[config.mk]
export PLATFORM = sky130hd
export DESIGN_NAME = ipc_mailbox
export DESIGN_NICKNAME = d
export VERILOG_FILES = /design/src/rtl/ipc_mbx_pkg.sv /design/src/rtl/ipc_mbx_ctrl.sv /design/src/rtl/ipc_mbx_wordbuf.sv /design/src/rtl/ipc_mailbox.sv
export SDC_FILE = /design/constraint.sdc
export NUM_CORES = 1
export LEC_CHECK = 0
export BUFFER_PORTS_ARGS = -buffer_cell sky130_fd_sc_hd__buf_2
export CORE_MARGIN = 1.5
export CORE_UTILIZATION = 61
export DETAILED_ROUTE_END_ITERATION = 10
export HOLD_SLACK_MARGIN = 0.02
export PLACE_DENSITY = 0.85
export SLEW_MARGIN = 40
export SYNTH_ARGS = -nofsm -noshare
export SYNTH_HDL_FRONTEND = slang
export SYNTH_SLANG_ARGS = --single-unit
[constraint.sdc]
create_clock -name clk -period 9.9 [get_ports clk]
set_input_delay 0.495 -clock clk [delete_from_list [all_inputs] [get_ports clk]]
set_output_delay 0.495 -clock clk [all_outputs]
set_load 0.05 [all_outputs]
[src/rtl/ipc_mbx_pkg.sv]
package ipc_mbx_pkg;
  localparam int unsigned OFS_W = 12;

  localparam logic [OFS_W-1:0] OFS_CMD  = 12'h000;
  localparam logic [OFS_W-1:0] OFS_STS  = 12'h004;
  localparam logic [OFS_W-1:0] OFS_SPTR = 12'h008;
  localparam logic [OFS_W-1:0] OFS_DPTR = 12'h00C;
  localparam logic [OFS_W-1:0] OFS_IBUF = 12'h080;
  localparam logic [OFS_W-1:0] OFS_OBUF = 12'h090;

  localparam int unsigned CMD_IRQ_BIT  = 8;
  localparam int unsigned STS_BUSY_BIT = 0;
  localparam int unsigned STS_ERR_BIT  = 1;
  localparam int unsigned STS_IRQ_BIT  = 2;
  localparam int unsigned STS_CODE_LSB = 16;
  localparam int unsigned CODE_W       = 8;

  typedef struct packed {
    logic              busy;
    logic              err;
    logic              irq;
    logic [CODE_W-1:0] code;
  } mbx_state_t;

  function automatic logic [31:0] pack_status(mbx_state_t s);
    logic [31:0] v;
    v = '0;
    v[STS_BUSY_BIT] = s.busy;
    v[STS_ERR_BIT]  = s.err;
    v[STS_IRQ_BIT]  = s.irq;
    v[STS_CODE_LSB +: CODE_W] = s.code;
    return v;
  endfunction
endpackage

[src/rtl/ipc_mbx_ctrl.sv]
module ipc_mbx_ctrl
  import ipc_mbx_pkg::*;
#(
  parameter int unsigned DW = 32
) (
  input  logic              clk,
  input  logic              rst_n,
  input  logic              cmd_we,
  input  logic              sts_we,
  input  logic [DW-1:0]     wdata,
  input  logic              db_ready,
  input  logic              cpl_valid,
  input  logic              cpl_err,
  input  logic [CODE_W-1:0] cpl_code,
  output logic [DW-1:0]     cmd_q,
  output logic              db_valid,
  output logic              cpl_ready,
  output mbx_state_t        state
);
  logic cmd_take;
  logic cpl_fire;

  assign cmd_take  = cmd_we && !state.busy;
  assign cpl_ready = state.busy && !db_valid;
  assign cpl_fire  = cpl_valid && cpl_ready;

  always_ff @(posedge clk) begin
    if (!rst_n) begin
      cmd_q      <= '0;
      db_valid   <= 1'b0;
      state.busy <= 1'b0;
      state.err  <= 1'b0;
      state.code <= '0;
    end else if (cmd_take) begin
      cmd_q      <= wdata;
      db_valid   <= 1'b1;
      state.busy <= 1'b1;
      state.err  <= 1'b0;
      state.code <= '0;
    end else begin
      if (db_valid && db_ready) db_valid <= 1'b0;
      if (cpl_fire) begin
        state.busy <= 1'b0;
        state.err  <= cpl_err;
        state.code <= cpl_code;
      end
    end
  end

  // Completion setting the pending bit wins over a same-cycle clear.
  always_ff @(posedge clk) begin
    if (!rst_n)                                state.irq <= 1'b0;
    else if (cpl_fire && cmd_q[CMD_IRQ_BIT])   state.irq <= 1'b1;
    else if (sts_we && wdata[STS_IRQ_BIT])     state.irq <= 1'b0;
  end

  AST_DB_HOLD: assert property (@(posedge clk) disable iff (!rst_n)
    db_valid && !db_ready |=> db_valid && $stable(cmd_q));
  AST_BUSY_CMD_IGNORED: assert property (@(posedge clk) disable iff (!rst_n)
    cmd_we && state.busy |=> $stable(cmd_q));
  AST_DB_IMPLIES_BUSY: assert property (@(posedge clk) disable iff (!rst_n)
    db_valid |-> state.busy);
  AST_CPL_LOADS: assert property (@(posedge clk) disable iff (!rst_n)
    cpl_fire |=> !state.busy && state.err == $past(cpl_err) && state.code == $past(cpl_code));
  AST_IRQ_GATED: assert property (@(posedge clk) disable iff (!rst_n)
    cpl_fire && !cmd_q[CMD_IRQ_BIT] && !state.irq |=> !state.irq);
  AST_NEW_CMD_CLEARS: assert property (@(posedge clk) disable iff (!rst_n)
    cmd_take |=> state.busy && !state.err && state.code == '0);
endmodule

[src/rtl/ipc_mbx_wordbuf.sv]
module ipc_mbx_wordbuf #(
  parameter int unsigned WORDS = 4,
  parameter int unsigned DW    = 32,
  parameter int unsigned IW    = $clog2(WORDS)
) (
  input  logic          clk,
  input  logic          rst_n,
  input  logic          we,
  input  logic [IW-1:0] wr_idx,
  input  logic [DW-1:0] wr_data,
  input  logic [IW-1:0] rd_idx,
  output logic [DW-1:0] rd_data
);
  logic [DW-1:0] mem [WORDS];

  for (genvar w = 0; w < WORDS; w++) begin : g_word
    always_ff @(posedge clk) begin
      if (!rst_n)                         mem[w] <= '0;
      else if (we && wr_idx == IW'(w))    mem[w] <= wr_data;
    end
  end

  assign rd_data = mem[rd_idx];

  AST_WORD_LANDS: assert property (@(posedge clk) disable iff (!rst_n)
    we |=> mem[$past(wr_idx)] == $past(wr_data));
endmodule

[src/rtl/ipc_mailbox.sv]
module ipc_mailbox
  import ipc_mbx_pkg::*;
#(
  parameter int unsigned ADDR_W    = 8,
  parameter int unsigned DW        = 32,
  parameter int unsigned BUF_BYTES = 16,
  parameter int unsigned BUF_WORDS = BUF_BYTES / 4,
  parameter int unsigned IDX_W     = $clog2(BUF_WORDS)
) (
  input  logic              clk,
  input  logic              rst_n,
  input  logic              hst_wr,
  input  logic [ADDR_W-1:0] hst_addr,
  input  logic [DW-1:0]     hst_wdata,
  output logic [DW-1:0]     hst_rdata,
  output logic              db_valid,
  input  logic              db_ready,
  output logic [DW-1:0]     db_cmd,
  output logic [DW-1:0]     db_sptr,
  output logic [DW-1:0]     db_dptr,
  input  logic [IDX_W-1:0]  mc_ibuf_idx,
  output logic [DW-1:0]     mc_ibuf_data,
  input  logic              mc_obuf_we,
  input  logic [IDX_W-1:0]  mc_obuf_idx,
  input  logic [DW-1:0]     mc_obuf_data,
  input  logic              cpl_valid,
  output logic              cpl_ready,
  input  logic              cpl_err,
  input  logic [CODE_W-1:0] cpl_code,
  output logic              host_irq
);
  localparam int unsigned REG_LSB = 2;
  localparam int unsigned RGN_LSB = $clog2(BUF_BYTES);
  localparam logic [ADDR_W-1:0] A_CMD  = ADDR_W'(OFS_CMD);
  localparam logic [ADDR_W-1:0] A_STS  = ADDR_W'(OFS_STS);
  localparam logic [ADDR_W-1:0] A_SPTR = ADDR_W'(OFS_SPTR);
  localparam logic [ADDR_W-1:0] A_DPTR = ADDR_W'(OFS_DPTR);
  localparam logic [ADDR_W-1:0] A_IBUF = ADDR_W'(OFS_IBUF);
  localparam logic [ADDR_W-1:0] A_OBUF = ADDR_W'(OFS_OBUF);

  logic aligned, sel_cmd, sel_sts, sel_sptr, sel_dptr, sel_ibuf, sel_obuf;
  logic [IDX_W-1:0] hst_idx;
  logic [DW-1:0] sptr_q, dptr_q, obuf_rdata;
  mbx_state_t state;

  assign aligned  = hst_addr[REG_LSB-1:0] == '0;
  assign sel_cmd  = aligned && hst_addr == A_CMD;
  assign sel_sts  = aligned && hst_addr == A_STS;
  assign sel_sptr = aligned && hst_addr == A_SPTR;
  assign sel_dptr = aligned && hst_addr == A_DPTR;
  assign sel_ibuf = aligned && hst_addr[ADDR_W-1:RGN_LSB] == A_IBUF[ADDR_W-1:RGN_LSB];
  assign sel_obuf = aligned && hst_addr[ADDR_W-1:RGN_LSB] == A_OBUF[ADDR_W-1:RGN_LSB];
  assign hst_idx  = hst_addr[REG_LSB +: IDX_W];

  ipc_mbx_ctrl #(.DW(DW)) ctrl_i (
    .clk       (clk),
    .rst_n     (rst_n),
    .cmd_we    (hst_wr && sel_cmd),
    .sts_we    (hst_wr && sel_sts),
    .wdata     (hst_wdata),
    .db_ready  (db_ready),
    .cpl_valid (cpl_valid),
    .cpl_err   (cpl_err),
    .cpl_code  (cpl_code),
    .cmd_q     (db_cmd),
    .db_valid  (db_valid),
    .cpl_ready (cpl_ready),
    .state     (state)
  );

  always_ff @(posedge clk) begin
    if (!rst_n) begin
      sptr_q <= '0;
      dptr_q <= '0;
    end else if (hst_wr) begin
      if (sel_sptr) sptr_q <= hst_wdata;
      if (sel_dptr) dptr_q <= hst_wdata;
    end
  end

  assign db_sptr  = sptr_q;
  assign db_dptr  = dptr_q;
  assign host_irq = state.irq;

  ipc_mbx_wordbuf #(.WORDS(BUF_WORDS), .DW(DW), .IW(IDX_W)) ibuf_i (
    .clk     (clk),
    .rst_n   (rst_n),
    .we      (hst_wr && sel_ibuf),
    .wr_idx  (hst_idx),
    .wr_data (hst_wdata),
    .rd_idx  (mc_ibuf_idx),
    .rd_data (mc_ibuf_data)
  );

  ipc_mbx_wordbuf #(.WORDS(BUF_WORDS), .DW(DW), .IW(IDX_W)) obuf_i (
    .clk     (clk),
    .rst_n   (rst_n),
    .we      (mc_obuf_we),
    .wr_idx  (mc_obuf_idx),
    .wr_data (mc_obuf_data),
    .rd_idx  (hst_idx),
    .rd_data (obuf_rdata)
  );

  always_comb begin
    hst_rdata = '0;
    if (sel_cmd)       hst_rdata = db_cmd;
    else if (sel_sts)  hst_rdata = DW'(pack_status(state));
    else if (sel_sptr) hst_rdata = sptr_q;
    else if (sel_dptr) hst_rdata = dptr_q;
    else if (sel_obuf) hst_rdata = obuf_rdata;
  end

  AST_IRQ_LEVEL: assert property (@(posedge clk) disable iff (!rst_n)
    host_irq == hst_rdata[STS_IRQ_BIT] || !sel_sts);
  AST_PTR_WRITE: assert property (@(posedge clk) disable iff (!rst_n)
    hst_wr && sel_sptr |=> db_sptr == $past(hst_wdata));
endmodule

==> impl_metrics.csv <==
group,metric,value,unit
floorplan,fp-row-count,59,
synth,post_syn_instances,1241,
placement,preCtsSetupSlack,6.08,ns
timing,postLayoutSetupSlackWorst,6.27,ns
clock_network,cts.root.buffer_cell,"sky130_fd_sc_hd__clkbuf_16",
route,wl_per_cell,22.5,um
grt,grt_first_pass_wirelength,61000,um
floorplan,die_extent_in_x,165,um
worst_setup_path,critical-path-max-stage-delay,0.61,ns
route,count_of_unresolved_drc_violations_after_routing,0,
clock_network,tritoncts_num_sinks,364,
route,via_per_inst,6.00,
floorplan,floorplan.core_area,0.0260,mm^2
power,leakage,0.00730,uW
synth,syn_nets,1332,
layout,syn_to_final_growth,17.3,%
synth,largest_area_contributor_in_the_netlist,"sky130_fd_sc_hd__edfxtp_1",
synth,ys_seq_elements,364,
power,power-per-cell-area,182,mW/mm^2
floorplan,pin_count,254,
timing,setup_repair_after_global_routing_missed_its_margin,"no",
synth,synth-edff-count,256,
route,via_count,11000,
synth,synth_most_common_cell,"sky130_fd_sc_hd__edfxtp_1",
placement,dp.final_hpwl,26700,um
grt,antenna_found_initial,7,
outcome,outcome,"finished clean",
timing,max_freq,275,MHz
clock_network,tritoncts,"yes",
worst_setup_path,cpMaxStageDelayCell,"sky130_fd_sc_hd__nor2_2",
power,vdd.ir_drop.worst,0.000156,V
worst_setup_path,arrival,3.14,ns
timing,final_period_minus_worst_setup_slack,3.63,ns
worst_setup_path,crit_path_cell_trace,"buf_2 > or4_4 > nor2_2 > nand2_2 > o211ai_1 > buf_2",
floorplan,initial_util,61.9,%
worst_setup_path,reg2reg_setup_slack,7.93,ns
synth,yosys.area.top_type_share,47.8,%
floorplan,floorplan.die_area,0.0274,mm^2
clock_network,insertion_delay,0.52,ns
timing,min_period_over_period,36.7,%
layout,drive_gt1_share,32.4,%
placement,numPortBuffers,253,
placement,gp_congestion,0.871,
synth,postSynth.asyncResetShare,0,%
route,detail_route.iter0.violations,1262,
grt,grt_overflow,0,
synth,synthesis.area,0.0161,mm^2
layout,finish.instance_area,0.0189,mm^2
route,drt_pass1_iterations,5,
clock_network,setup_fix_bufs_post_cts,0,
grt,via_count_of_the_first_global_routing_pass,10500,
worst_setup_path,worstPathMaxFanout,21,
timing,fin_max_slew_vios,0,
synth,synth_seq_area_share,61.2,%
clock_network,cts.htree.levels,2,
clock_network,cts_resized,0,
clock_network,post_cts_hold_buffer_count,0,
timing,timing_hold_violations_final,0,
grt,pin_count_of_the_biggest_net_entering_global_routing,76,
run,timing.max_cap.violations,0,
min_path,timing.hold.worst.class,"primary input to flip-flop",
layout,design.final.nets,1551,
synth,synthesis.area_per_instance,13.0,um^2
clock_network,clk_pin_slew,0.06,ns
worst_setup_path,setup.worst_path.class,"primary input to output port",
timing,least_margin_pin_slew,0.828,ns
clock_network,cts-root-to-sink-buffers,3,
synth,synth-warning-count,0,
synth,ys_top_cells_by_area,"sky130_fd_sc_hd__edfxtp_1 48%, sky130_fd_sc_hd__dfxtp_1 13%, sky130_fd_sc_hd__and2_1 9.8%, sky130_fd_sc_hd__mux4_2 9.0%, sky130_fd_sc_hd__nand3_1 3.1%",
worst_setup_path,critical_path.most_common_cell,"sky130_fd_sc_hd__buf_2",
worst_setup_path,timing.critical_path.required,9.41,ns
floorplan,die_y,165,um
synth,synthFlopType,"sky130_fd_sc_hd__edfxtp_1",
timing,clock_skew,0.0206,ns
placement,placedInstanceArea,0.0176,mm^2
timing,tns,0,ns
timing,setup-violations-final,0,
worst_setup_path,critPathCaptureType,"output port",
route,drt.antenna.violating_nets,0,
clock_network,cts_made_buffers,36,
synth,synth_cell_types,35,
worst_setup_path,crit_path_start_kind,"primary input",
timing,timing.slew.headroom,44.8,%
synth,synth_top_cells_by_count,"256 x sky130_fd_sc_hd__edfxtp_1, 252 x sky130_fd_sc_hd__and2_1, 108 x sky130_fd_sc_hd__dfxtp_1",
route,routed_wirelength,41100,um
grt,grtUsageTotal,30.1,%
==> routing by layer <==
metal  wire, um  share of wire (%)  GRT usage, %  up-vias
li1           -                  -             -     4993
met5         54               0.13             0        -
met2      19600                 48          47.6      507
met1      16300                 40          41.0     5366
met4       1340                3.3          10.7        8
met3       3820                9.3          7.07       87
==> worst paths after layout <==
check,cells past startpoint,end,from
setup / recovery,6,hst_rdata[15],hst_addr[1]
hold / removal,3,ctrl_i.state[0]$_SDFFE_PP0P_,cpl_code[0]
setup reg to reg,4,ctrl_i.state[10]$_SDFFE_PN0P_,ctrl_i.state[10]$_SDFFE_PN0P_
hold reg to reg,2,ctrl_i.state[2]$_SDFFE_PP0P_,ctrl_i.state[2]$_SDFFE_PP0P_
==> layout by cell type, fill, tap and decap left out, types with 15 or more instances in the layout <==
cell	Yosys	routed
sky130_fd_sc_hd__edfxtp_1	256	256
sky130_fd_sc_hd__o21ai_2	52	56
sky130_fd_sc_hd__nand2_1	92	91
sky130_fd_sc_hd__o21ai_0	51	44
sky130_fd_sc_hd__buf_4	2	26
sky130_fd_sc_hd__nand3_1	100	100
sky130_fd_sc_hd__and2_1	252	252
sky130_fd_sc_hd__clkbuf_16	0	37
sky130_fd_sc_hd__nand2b_1	15	15
sky130_fd_sc_hd__mux2i_1	31	31
sky130_fd_sc_hd__buf_2	12	251
sky130_fd_sc_hd__o211ai_1	20	20
sky130_fd_sc_hd__mux4_2	64	64
sky130_fd_sc_hd__dfxtp_1	108	108
==> stage by stage <==
stage          utilization, %  std cells  total power, uW  hold slack, ns
2_1_floorplan               -       1241             1920           0.436
3_3_place_gp             67.6       1756             2000           0.458
3_5_place_dp             67.7       1757             2010           0.465
4_1_cts                  72.6       1823             3440           0.215
5_1_grt                  72.6       1823             3520           0.232
6_report                 72.7       1827             3430           0.223
==> area by class of cell <==
type | instances | area, um^2
diodes | 4 | 10.0
well taps | 335 | 419
clock inverters | 16 | 236
multi-input cells | 775 | 5830
clock buffers | 50 | 1040
fillers | 1680 | 7110
inverters | 4 | 15.0
flip-flops and latches | 364 | 9850
repair buffers | 279 | 1480
==> worst max-delay path, delay by kind of cell <==
kind                   cells  cell delay [ns]
AND/OR/NAND/NOR            3             1.70
AO/OA/AOI/OAI              1             0.48
buffers and inverters      2             0.45
==> sequential cells by signal (all words and copies together), names as in the netlist <==
register and flops:
ctrl_i.cmd_q 32, ctrl_i.db_valid 1, ctrl_i.state 11, db_dptr 32, db_sptr 32, ibuf_i.mem 128, obuf_i.mem 128
==> power breakdown <==
group	internal [uW]	switching, uW
registers	1690	19.3
logic	87.1	174
clock network	892	567
==> cell families (layout without fill, tap and decap cells) <==
kind of cell / Yosys count / count (layout) / synth area share (%)
AOI/OAI and AO/OA: 171 / 171 / 7.16
and+or+nand+nor: 509 / 509 / 17.7
muxes: 95 / 95 / 10.9
other: 0 / 4 / 0
buffers and inverters: 102 / 349 / 3.08
DFF: 364 / 364 / 61.2
Note: power is estimated with default switching activity, not from simulation.
